==> config.mk <==
export PLATFORM = sky130hd
export DESIGN_NAME = run_stats
export DESIGN_NICKNAME = d
export VERILOG_FILES = /design/src/rtl/run_stats_pkg.sv /design/src/rtl/run_stats_ctrl.sv /design/src/rtl/run_stats_accum.sv /design/src/rtl/run_stats_rank.sv /design/src/rtl/run_stats.sv
export SDC_FILE = /design/constraint.sdc
export NUM_CORES = 1
export LEC_CHECK = 0
export BUFFER_PORTS_ARGS = -buffer_cell sky130_fd_sc_hd__buf_2
export CORE_UTILIZATION = 28
export CTS_CLUSTER_DIAMETER = 100
export DETAILED_ROUTE_END_ITERATION = 6
export HOLD_SLACK_MARGIN = 0.08
export SETUP_SLACK_MARGIN = 0.15
export SLEW_MARGIN = 20
export SYNTH_ARGS = -nofsm -noshare
export SYNTH_HDL_FRONTEND = slang
export SYNTH_SLANG_ARGS = --single-unit
export TNS_END_PERCENT = 50
==> constraint.sdc <==
create_clock -name clk -period 1.4 [get_ports clk]
set_input_delay 0.21 -clock clk [delete_from_list [all_inputs] [get_ports clk]]
set_output_delay 0.21 -clock clk [all_outputs]
set_load 0.01 [all_outputs]
==> src/rtl/run_stats_pkg.sv <==
package run_stats_pkg;
  typedef enum logic [1:0] {
    SEL_MEAN   = 2'b00,
    SEL_FIRST  = 2'b01,
    SEL_SECOND = 2'b10,
    SEL_THIRD  = 2'b11
  } sel_e;

  typedef enum logic [1:0] {
    ST_IDLE = 2'b00,
    ST_RUN  = 2'b01,
    ST_DONE = 2'b10
  } state_e;
endpackage

==> src/rtl/run_stats_ctrl.sv <==
module run_stats_ctrl
  import run_stats_pkg::*;
(
  input  logic clk,
  input  logic rst_n,
  input  logic start,
  input  logic last,
  output logic clr,
  output logic take,
  output logic done
);
  state_e state_q, state_d;

  always_comb begin
    state_d = state_q;
    case (state_q)
      ST_IDLE: if (start) state_d = ST_RUN;
      ST_RUN:  if (last)  state_d = ST_DONE;
      ST_DONE: if (start) state_d = ST_RUN;
      default: state_d = ST_IDLE;
    endcase
  end

  always_ff @(posedge clk or negedge rst_n) begin
    if (!rst_n) state_q <= ST_IDLE;
    else        state_q <= state_d;
  end

  assign clr  = start && (state_q != ST_RUN);
  assign take = (state_q == ST_RUN);
  assign done = (state_q == ST_DONE);


  run_keeps_going_chk: assert property (@(posedge clk) disable iff (!rst_n)
    (state_q == ST_RUN && !last) |=> (state_q == ST_RUN));

  done_after_last_chk: assert property (@(posedge clk) disable iff (!rst_n)
    (state_q == ST_RUN && last) |=> done);

  done_hold_chk: assert property (@(posedge clk) disable iff (!rst_n)
    (done && !start) |=> done);
endmodule

==> src/rtl/run_stats_accum.sv <==
module run_stats_accum #(
  parameter int DATA_W = 8,
  parameter int LOG2_K = 3
) (
  input  logic              clk,
  input  logic              rst_n,
  input  logic              clr,
  input  logic              take,
  input  logic [DATA_W-1:0] din,
  output logic              last,
  output logic [DATA_W-1:0] mean
);
  localparam int SUM_W = DATA_W + LOG2_K;
  localparam logic [LOG2_K-1:0] CNT_LAST = {LOG2_K{1'b1}};

  logic [SUM_W-1:0]  sum_q, sum_d;
  logic [LOG2_K-1:0] cnt_q, cnt_d;
  logic              sum_en, cnt_en;

  assign sum_en = clr || take;
  assign cnt_en = clr || take;

  always_comb begin
    sum_d = sum_q;
    cnt_d = cnt_q;
    if (clr) begin
      sum_d = '0;
      cnt_d = '0;
    end else if (take) begin
      sum_d = sum_q + SUM_W'(din);
      cnt_d = cnt_q + 1'b1;
    end
  end

  always_ff @(posedge clk or negedge rst_n) begin
    if (!rst_n)      sum_q <= '0;
    else if (sum_en) sum_q <= sum_d;
  end

  always_ff @(posedge clk or negedge rst_n) begin
    if (!rst_n)      cnt_q <= '0;
    else if (cnt_en) cnt_q <= cnt_d;
  end

  assign last = take && (cnt_q == CNT_LAST);
  assign mean = sum_q[SUM_W-1:LOG2_K];


  sum_no_wrap_chk: assert property (@(posedge clk) disable iff (!rst_n)
    take |=> (sum_q >= $past(sum_q)));

  sum_cleared_chk: assert property (@(posedge clk) disable iff (!rst_n)
    clr |=> (sum_q == '0 && cnt_q == '0));
endmodule

==> src/rtl/run_stats_rank.sv <==
module run_stats_rank #(
  parameter int DATA_W = 8
) (
  input  logic              clk,
  input  logic              rst_n,
  input  logic              clr,
  input  logic              take,
  input  logic [DATA_W-1:0] din,
  output logic [DATA_W-1:0] first,
  output logic [DATA_W-1:0] second,
  output logic [DATA_W-1:0] third
);
  localparam int RANKS = 3;

  logic [DATA_W-1:0] rank_q [RANKS];
  logic [DATA_W-1:0] rank_d [RANKS];
  logic [RANKS-1:0]  above;
  logic              upd;

  generate
    for (genvar g = 0; g < RANKS; g++) begin : g_cmp
      assign above[g] = din > rank_q[g];
    end
  endgenerate

  always_comb begin
    for (int r = 0; r < RANKS; r++) rank_d[r] = rank_q[r];
    if (clr) begin
      for (int r = 0; r < RANKS; r++) rank_d[r] = '0;
    end else if (take) begin
      if (above[0]) begin
        rank_d[2] = rank_q[1];
        rank_d[1] = rank_q[0];
        rank_d[0] = din;
      end else if (above[1]) begin
        rank_d[2] = rank_q[1];
        rank_d[1] = din;
      end else if (above[2]) begin
        rank_d[2] = din;
      end
    end
  end

  assign upd = clr || take;

  generate
    for (genvar g = 0; g < RANKS; g++) begin : g_reg
      always_ff @(posedge clk or negedge rst_n) begin
        if (!rst_n)   rank_q[g] <= '0;
        else if (upd) rank_q[g] <= rank_d[g];
      end
    end
  endgenerate

  assign first  = rank_q[0];
  assign second = rank_q[1];
  assign third  = rank_q[2];


  rank_order_chk: assert property (@(posedge clk) disable iff (!rst_n)
    (first >= second) && (second >= third));

  rank_cleared_chk: assert property (@(posedge clk) disable iff (!rst_n)
    clr |=> (first == '0 && second == '0 && third == '0));

  new_max_chk: assert property (@(posedge clk) disable iff (!rst_n)
    (take && !clr && din > first) |=> (first == $past(din) && second == $past(first)));
endmodule

==> src/rtl/run_stats.sv <==
module run_stats
  import run_stats_pkg::*;
#(
  parameter int DATA_W = 8,
  parameter int LOG2_K = 3
) (
  input  logic              clk,
  input  logic              rst_n,
  input  logic              start,
  input  logic [DATA_W-1:0] din,
  input  logic [1:0]        sel,
  output logic [DATA_W-1:0] result,
  output logic              done
);
  logic [1:0]        rst_sync_q;
  logic              rst_int_n;
  logic              clr, take, last;
  logic [DATA_W-1:0] mean, first, second, third;

  always_ff @(posedge clk or negedge rst_n) begin
    if (!rst_n) rst_sync_q <= 2'b00;
    else        rst_sync_q <= {rst_sync_q[0], 1'b1};
  end
  assign rst_int_n = rst_sync_q[1];

  run_stats_ctrl u_ctrl (
    .clk(clk), .rst_n(rst_int_n), .start(start), .last(last),
    .clr(clr), .take(take), .done(done)
  );

  run_stats_accum #(.DATA_W(DATA_W), .LOG2_K(LOG2_K)) u_accum (
    .clk(clk), .rst_n(rst_int_n), .clr(clr), .take(take), .din(din),
    .last(last), .mean(mean)
  );

  run_stats_rank #(.DATA_W(DATA_W)) u_rank (
    .clk(clk), .rst_n(rst_int_n), .clr(clr), .take(take), .din(din),
    .first(first), .second(second), .third(third)
  );

  always_comb begin
    case (sel_e'(sel))
      SEL_MEAN:   result = mean;
      SEL_FIRST:  result = first;
      SEL_SECOND: result = second;
      SEL_THIRD:  result = third;
      default:    result = mean;
    endcase
  end


  sel_first_chk: assert property (@(posedge clk) disable iff (!rst_int_n)
    (sel == 2'b01) |-> (result == first));
endmodule

Word level (Yosys, flattened, before mapping)
Index checks and enable logic that the tools add are counted.
- register bits: 42
- input port bits: 13
- $add $sub $neg: 2
- order comparisons: 3
- equality and inequality tests: 9
- mux-type cells: 15
- reductions and logical operators: 15
- operator list (operator ; number):
    two-way mux 24 bit ; 2
    two-way mux 8 bit ; 4
    case mux 8 bit (4 select lines) ; 1
    greater-than comparator 8 bit ; 3
    two-way mux 11 bit ; 2
    two-way mux 16 bit ; 1
    adder 11 x 8 -> 11 bit ; 1
    AND reduction 3 bit ; 3
    == test 2 bit, second input constant ; 3
    two-way mux 3 bit ; 2
    == test 2 x 1 -> 1 bit, second input constant ; 2
    zero test 2 bit ; 2
    two-way mux 2 bit ; 2
    inequality test 2 x 1 -> 1 bit, second input constant ; 2
    case mux 2 bit (2 select lines) ; 1
    AND reduction 2 bit ; 2
    nonzero test 2 bit ; 2
    nonzero test 4 bit ; 1
    adder 3 x 1 -> 3 bit, second input constant ; 1
    == test 3 bit, second input constant ; 1
    nonzero test 3 bit ; 1
    logical AND 1 bit ; 2
    inequality test 2 bit, second input constant ; 1
    OR reduction 2 bit ; 1
    logical OR 1 bit ; 1

Longest topological paths before layout
- depth after elaboration: 6
- gate-level depth with buffers: 11
- mapped depth without buffers: 9

By module
From an unflattened synthesis, not the netlist that was laid out.
- cells, all modules: 331
- area, all modules: 3363.2 um2
- by module, submodules not included (module ; times used ; cells each ; area each (um2) ; seq. area each (um2)):
    run_stats_rank ; 1 ; 198 ; 1920.6 ; 600.6
    run_stats_accum ; 1 ; 111 ; 1098.6 ; 350.3
    run_stats ; 1 ; 13 ; 250.2 ; 50.0
    run_stats_ctrl ; 1 ; 9 ; 93.8 ; 50.0

Worst setup path before layout
No wires, ideal clock.
- path kind: reg2reg
- start: register u_accum.sum_q[0]
- end: register u_accum.sum_q[10]
- setup time: 0.131 ns
- arrival: 1.932 ns
- required time: 1.269 ns
- slack: -0.663 ns
- cell stages (with the launch flop): 10
- path buffers: 0
- clock period less this slack: 2.063 ns
- cells stage by stage: dfrtp_1 ha_1 fa_1 a21o_1 a21o_1 a31oi_1 a21oi_1 nand3_1 xor2_1 o21ai_1
- longest elaborated chain between the ends: 3
- ends and longest elaborated chain (item ; line ; RTL):
    start: declaration ; run_stats_accum.sv:16 ; logic [SUM_W-1:0] sum_q, sum_d;
    start signal: assignment ; run_stats_accum.sv:37 ; else if (sum_en) sum_q <= sum_d;
    adder 11 x 8 -> 11 bit ; run_stats_accum.sv:30 ; sum_d = sum_q + SUM_W'(din);
    two-way mux 11 bit ; run_stats_accum.sv:29 ; end else if (take) begin
    two-way mux 11 bit ; run_stats_accum.sv:26 ; if (clr) begin
No other way between the ends. The select of a mux whose other input is x is not followed.
A chain may end at the register's enable or synchronous reset.

Final worst setup path
- start: register u_rank.rank_q, in the netlist u_rank.first[1]
- end: register u_rank.rank_q, in the netlist u_rank.third[5]
- longest elaborated chain between the ends: 4
- elaborated cells on any way between the ends: 6
- classes of those cells: order compare: 1; mux: 3; reduce/logical: 2
- ends and longest elaborated chain (item ; line ; RTL):
    start: declaration ; run_stats_rank.sv:15 ; logic [DATA_W-1:0] rank_q [RANKS];
    start signal: indexed assignment ; run_stats_rank.sv:50 ; else if (upd) rank_q[g] <= rank_d[g];
    greater-than comparator 8 bit (*) ; run_stats_rank.sv:22 ; assign above[g] = din > rank_q[g];
    two-way mux 16 bit ; run_stats_rank.sv:31 ; if (above[0]) begin
    two-way mux 24 bit ; run_stats_rank.sv:30 ; end else if (take) begin
    two-way mux 24 bit ; run_stats_rank.sv:28 ; if (clr) begin
Every way passes the cells marked *; elsewhere a longest branch is shown, timed or not. The select of a mux whose other input is x is not followed.

==> flow_metrics.py <==
metrics = {
    "worst_setup_path": {
        "cp_slowest_stage_delay_ns": 0.40,
        "cp.required_ns": 1.58,
        "crit_family": "compound AO/OA/AOI/OAI gates",
        "critPathArrivalTime_ns": 2.29,
        "rrSetupSlack_ns": -0.71,
        "cp_slowest_cell": "dfrtp_1",
        "critPathKind": "register to register",
        "cp_max_fo": 8,
        "setup.worst_path.end_class": "register",
        "start_kind": "register",
        "worst-path-buf-inv": 2,
        "path_cells": "inv_2, ha_4, nor2b_4, o211ai_1, a21oi_1, o21ai_2, and2_4, a31oi_4, buf_12, mux2i_1",
    },
    "global_route": {
        "grt_use_total_pct": 15.9,
        "grt_pass1_wl_um": 13900,
        "gr-total-overflow": 0,
        "grt_pass1_vias": 2821,
        "grt_antenna_before_repair": 0,
        "grt_max_degree": 41,
    },
    "detailed_routing": {
        "first_iter_violations": 81,
        "via_per_inst": 5.01,
        "drc": 0,
        "dr_total_vias": 2729,
        "ant_nets": 0,
        "wire_per_inst_um": 15.4,
        "wl_um": 8400,
        "drtPass1Iterations": 4,
    },
    "floorplanning": {
        "core_area_sq_um": 10300,
        "die_h_um": 105,
        "dieArea_sq_um": 11100,
        "ios": 22,
        "fp-row-count": 37,
        "dieWidth_um": 105,
        "initial_utilization_pct": 29.0,
    },
    "cells_and_area": {
        "post-route-util_pct": 41.4,
        "fillers": 1013,
        "drive_above_1_share_pct": 38.4,
        "diodes": 0,
        "synthToLayoutAreaGrowth_pct": 43.0,
        "stdcell_area_sq_um": 4280,
        "final_nets": 456,
    },
    "status": {
        "outcome": "finished with violations",
        "violations": "setup timing",
    },
    "placed_design": {
        "dpl.hpwl_um": 6440,
        "dpl_cell_area_sq_um": 3820,
        "gp_congestion": 0.849,
        "port_buffers": 21,
        "pre_cts_ws_ns": -0.706,
    },
    "logic_synthesis": {
        "syn_area_sq_um": 2990,
        "ys_types": 45,
        "synth_top_area_share_pct": 35.1,
        "synthTopCellsByArea": "dfrtp_1 (35%), ha_1 (14%), mux4_2 (6.0%)",
        "syn_nets": 356,
        "syn_inst": 308,
        "synth_edf_count": 0,
        "ys_seq_area_share_pct": 35.1,
        "synthFlopType": "dfrtp_1",
        "synth_top_area_cell": "dfrtp_1",
        "synth_warnings": 0,
        "synth-seq-cells": 42,
        "async_reset_ff_share_pct": 100,
        "avgSynthCellArea_sq_um": 9.71,
    },
    "timing": {
        "fin_crit_ns": 2.11,
        "max_freq_ghz": 0.473,
        "holdWs_ns": 0.215,
        "finalSetupTns_ns": -22.02,
        "report.final.slew_viol_count": 0,
        "final-setup-viol-count": 40,
        "skew_ns": 0.00644,
        "setup_slack_ns": -0.714,
        "finalCritPeriodShare_pct": 151,
        "hold_viol_final": 0,
        "rsz0062_at_grt": "yes",
    },
    "cts": {
        "numClockSinks": 42,
        "cts_root_buf": "clkbuf_8",
        "cts_tree": "built",
        "cts_htree_levels": 2,
        "path_clk_slew_ns": 0.08,
        "numCtsBuffers": 5,
        "clock_latency_ns": 0.30,
        "cts.path.max_buffers": 2,
    },
    "pwr": {
        "leakage_uw": 0.00201,
        "max-vdd-ir-drop_uv": 874,
        "p_per_area_nw_per_um2": 2400,
    },
    "flow_run": {
        "cap_viol_max_count": 0,
    },
    "worst_hold_path": {
        "hold_class": "input port to asynchronous set/reset pin",
    },
}
-- cell usage in the layout (no fill, tap or decap), types with 3 or more instances in the layout --
cell type  netlist  layout
buf_2            4      16
nor3_1           4       3
xor2_1           3       3
ha_1            34      31
nand3_1         21      20
inv_1           34      33
nor2_1          11      10
a21oi_2          3       5
buf_12           0       4
a2111oi_4        1       5
o21ai_0         15       9
a32oi_1          7       7
a21o_1           5       5
buf_4            0      68
o211ai_1         3       3
nand2_1         15      15
mux2i_1          9       9
buf_6            2      18
dfrtp_1         42      42
a2111oi_2        1       3
a21oi_1         17      15
nand4_1          6       6
o21ai_1         13      19
or2_1            3       3
o21bai_1         7       7
clkbuf_8         0       5
mux4_2           8       8
-- worst register-to-register path, stage by stage (launching register included) --
cell and delay [ns]:
dfrtp_1 0.40, inv_2 0.07, ha_4 0.19, nor2b_4 0.12, o211ai_1 0.20, a21oi_1 0.11, o21ai_2 0.27, and2_4 0.27
a31oi_4 0.10, buf_12 0.16, mux2i_1 0.12
-- where the power goes --
part | leakage, uW | switching (uW) | internal [uW]
Clock | 0.0000524 | 453 | 535
Combinational | 0.00144 | 3370 | 3770
Sequential | 0.000521 | 358 | 1790
Total | 0.00201 | 4190 | 6100
-- final cells by class --
type	count	area (sq um)	area share, %
clock buffer	7	76.3	1.78
inverter	34	128	2.98
tap	136	170	3.98
multi-input combinational	218	1940	45.3
timing repair buffer	107	883	20.7
clock inverter	1	30.0	0.702
sequential	42	1050	24.6
-- state kept, by name, summed over array words and instances, names as in the netlist --
| name | cells |
|---|---|
| u_accum.sum_q | 11 |
| u_rank.first | 8 |
| u_rank.second | 8 |
| u_rank.third | 8 |
| u_accum.cnt_q | 3 |
| rst_sync_q | 2 |
| u_ctrl.state_q | 2 |
-- through the flow --
step                cells  total power (uW)
detailed placement    526              8130
finish                545             10300
floorplan             308              5710
CTS                   535              9470
global placement      526              7960
global route          545             11100
-- repair_timing --
| item | CTS | global route |
|---|---|---|
| setup buffers | 0 | 9 |
| resized for setup | 21 | 34 |
| endpoints found under the setup margin | 41 | 43 |
| hold buffers | 1 | 0 |
| endpoints found under the hold margin | 2 | 0 |
| gates cloned | 0 | 1 |
| pin swaps | 5 | 11 |
-- cells in the mapped netlist, types with 8 or more instances --
master,n
a21oi_1,17
clkbuf_1,8
dfrtp_1,42
ha_1,34
inv_1,34
mux2i_1,9
mux4_2,8
nand2_1,15
nand3_1,21
nor2_1,11
o21ai_0,15
o21ai_1,13
-- metal layers --
layer | track usage (%) | vias to the layer above | routed length, um
met4 | 3.82 | 0 | 54
met1 | 21.2 | 1358 | 3990
li1 | - | 1323 | -
met2 | 27.2 | 43 | 4070
met3 | 2.29 | 5 | 292
met5 | 0 | - | 0
-- worst paths after layout --
check / from / to / cells past startpoint
worst max-delay path: u_rank.first[1] / u_rank.third[5] / 10
worst min-delay path: rst_n / rst_sync_q[0] / 2
worst max register to register: u_rank.first[1] / u_rank.third[5] / 10
worst min register to register: rst_sync_q[1] / u_rank.first[7] / 1
max in group asynchronous: rst_sync_q[1] / u_rank.second[4] / 1
min in group clk: din[0] / u_accum.sum_q[0] / 4
-- cell families after synthesis --
logic type               after synthesis  synth area share, %
AO/OA/AOI/OAI                         88                 20.7
AND/OR/NAND/NOR                       70                 11.6
buffers and inverters                 49                 6.82
flip-flops                            42                 35.1
adder cells (fa/ha/maj)               35                 14.9
multiplexers                          17                 9.03
XOR/XNOR                               6                 1.76
other                                  1                0.125
No activity file was read; power rests on OpenSTA's default activity.
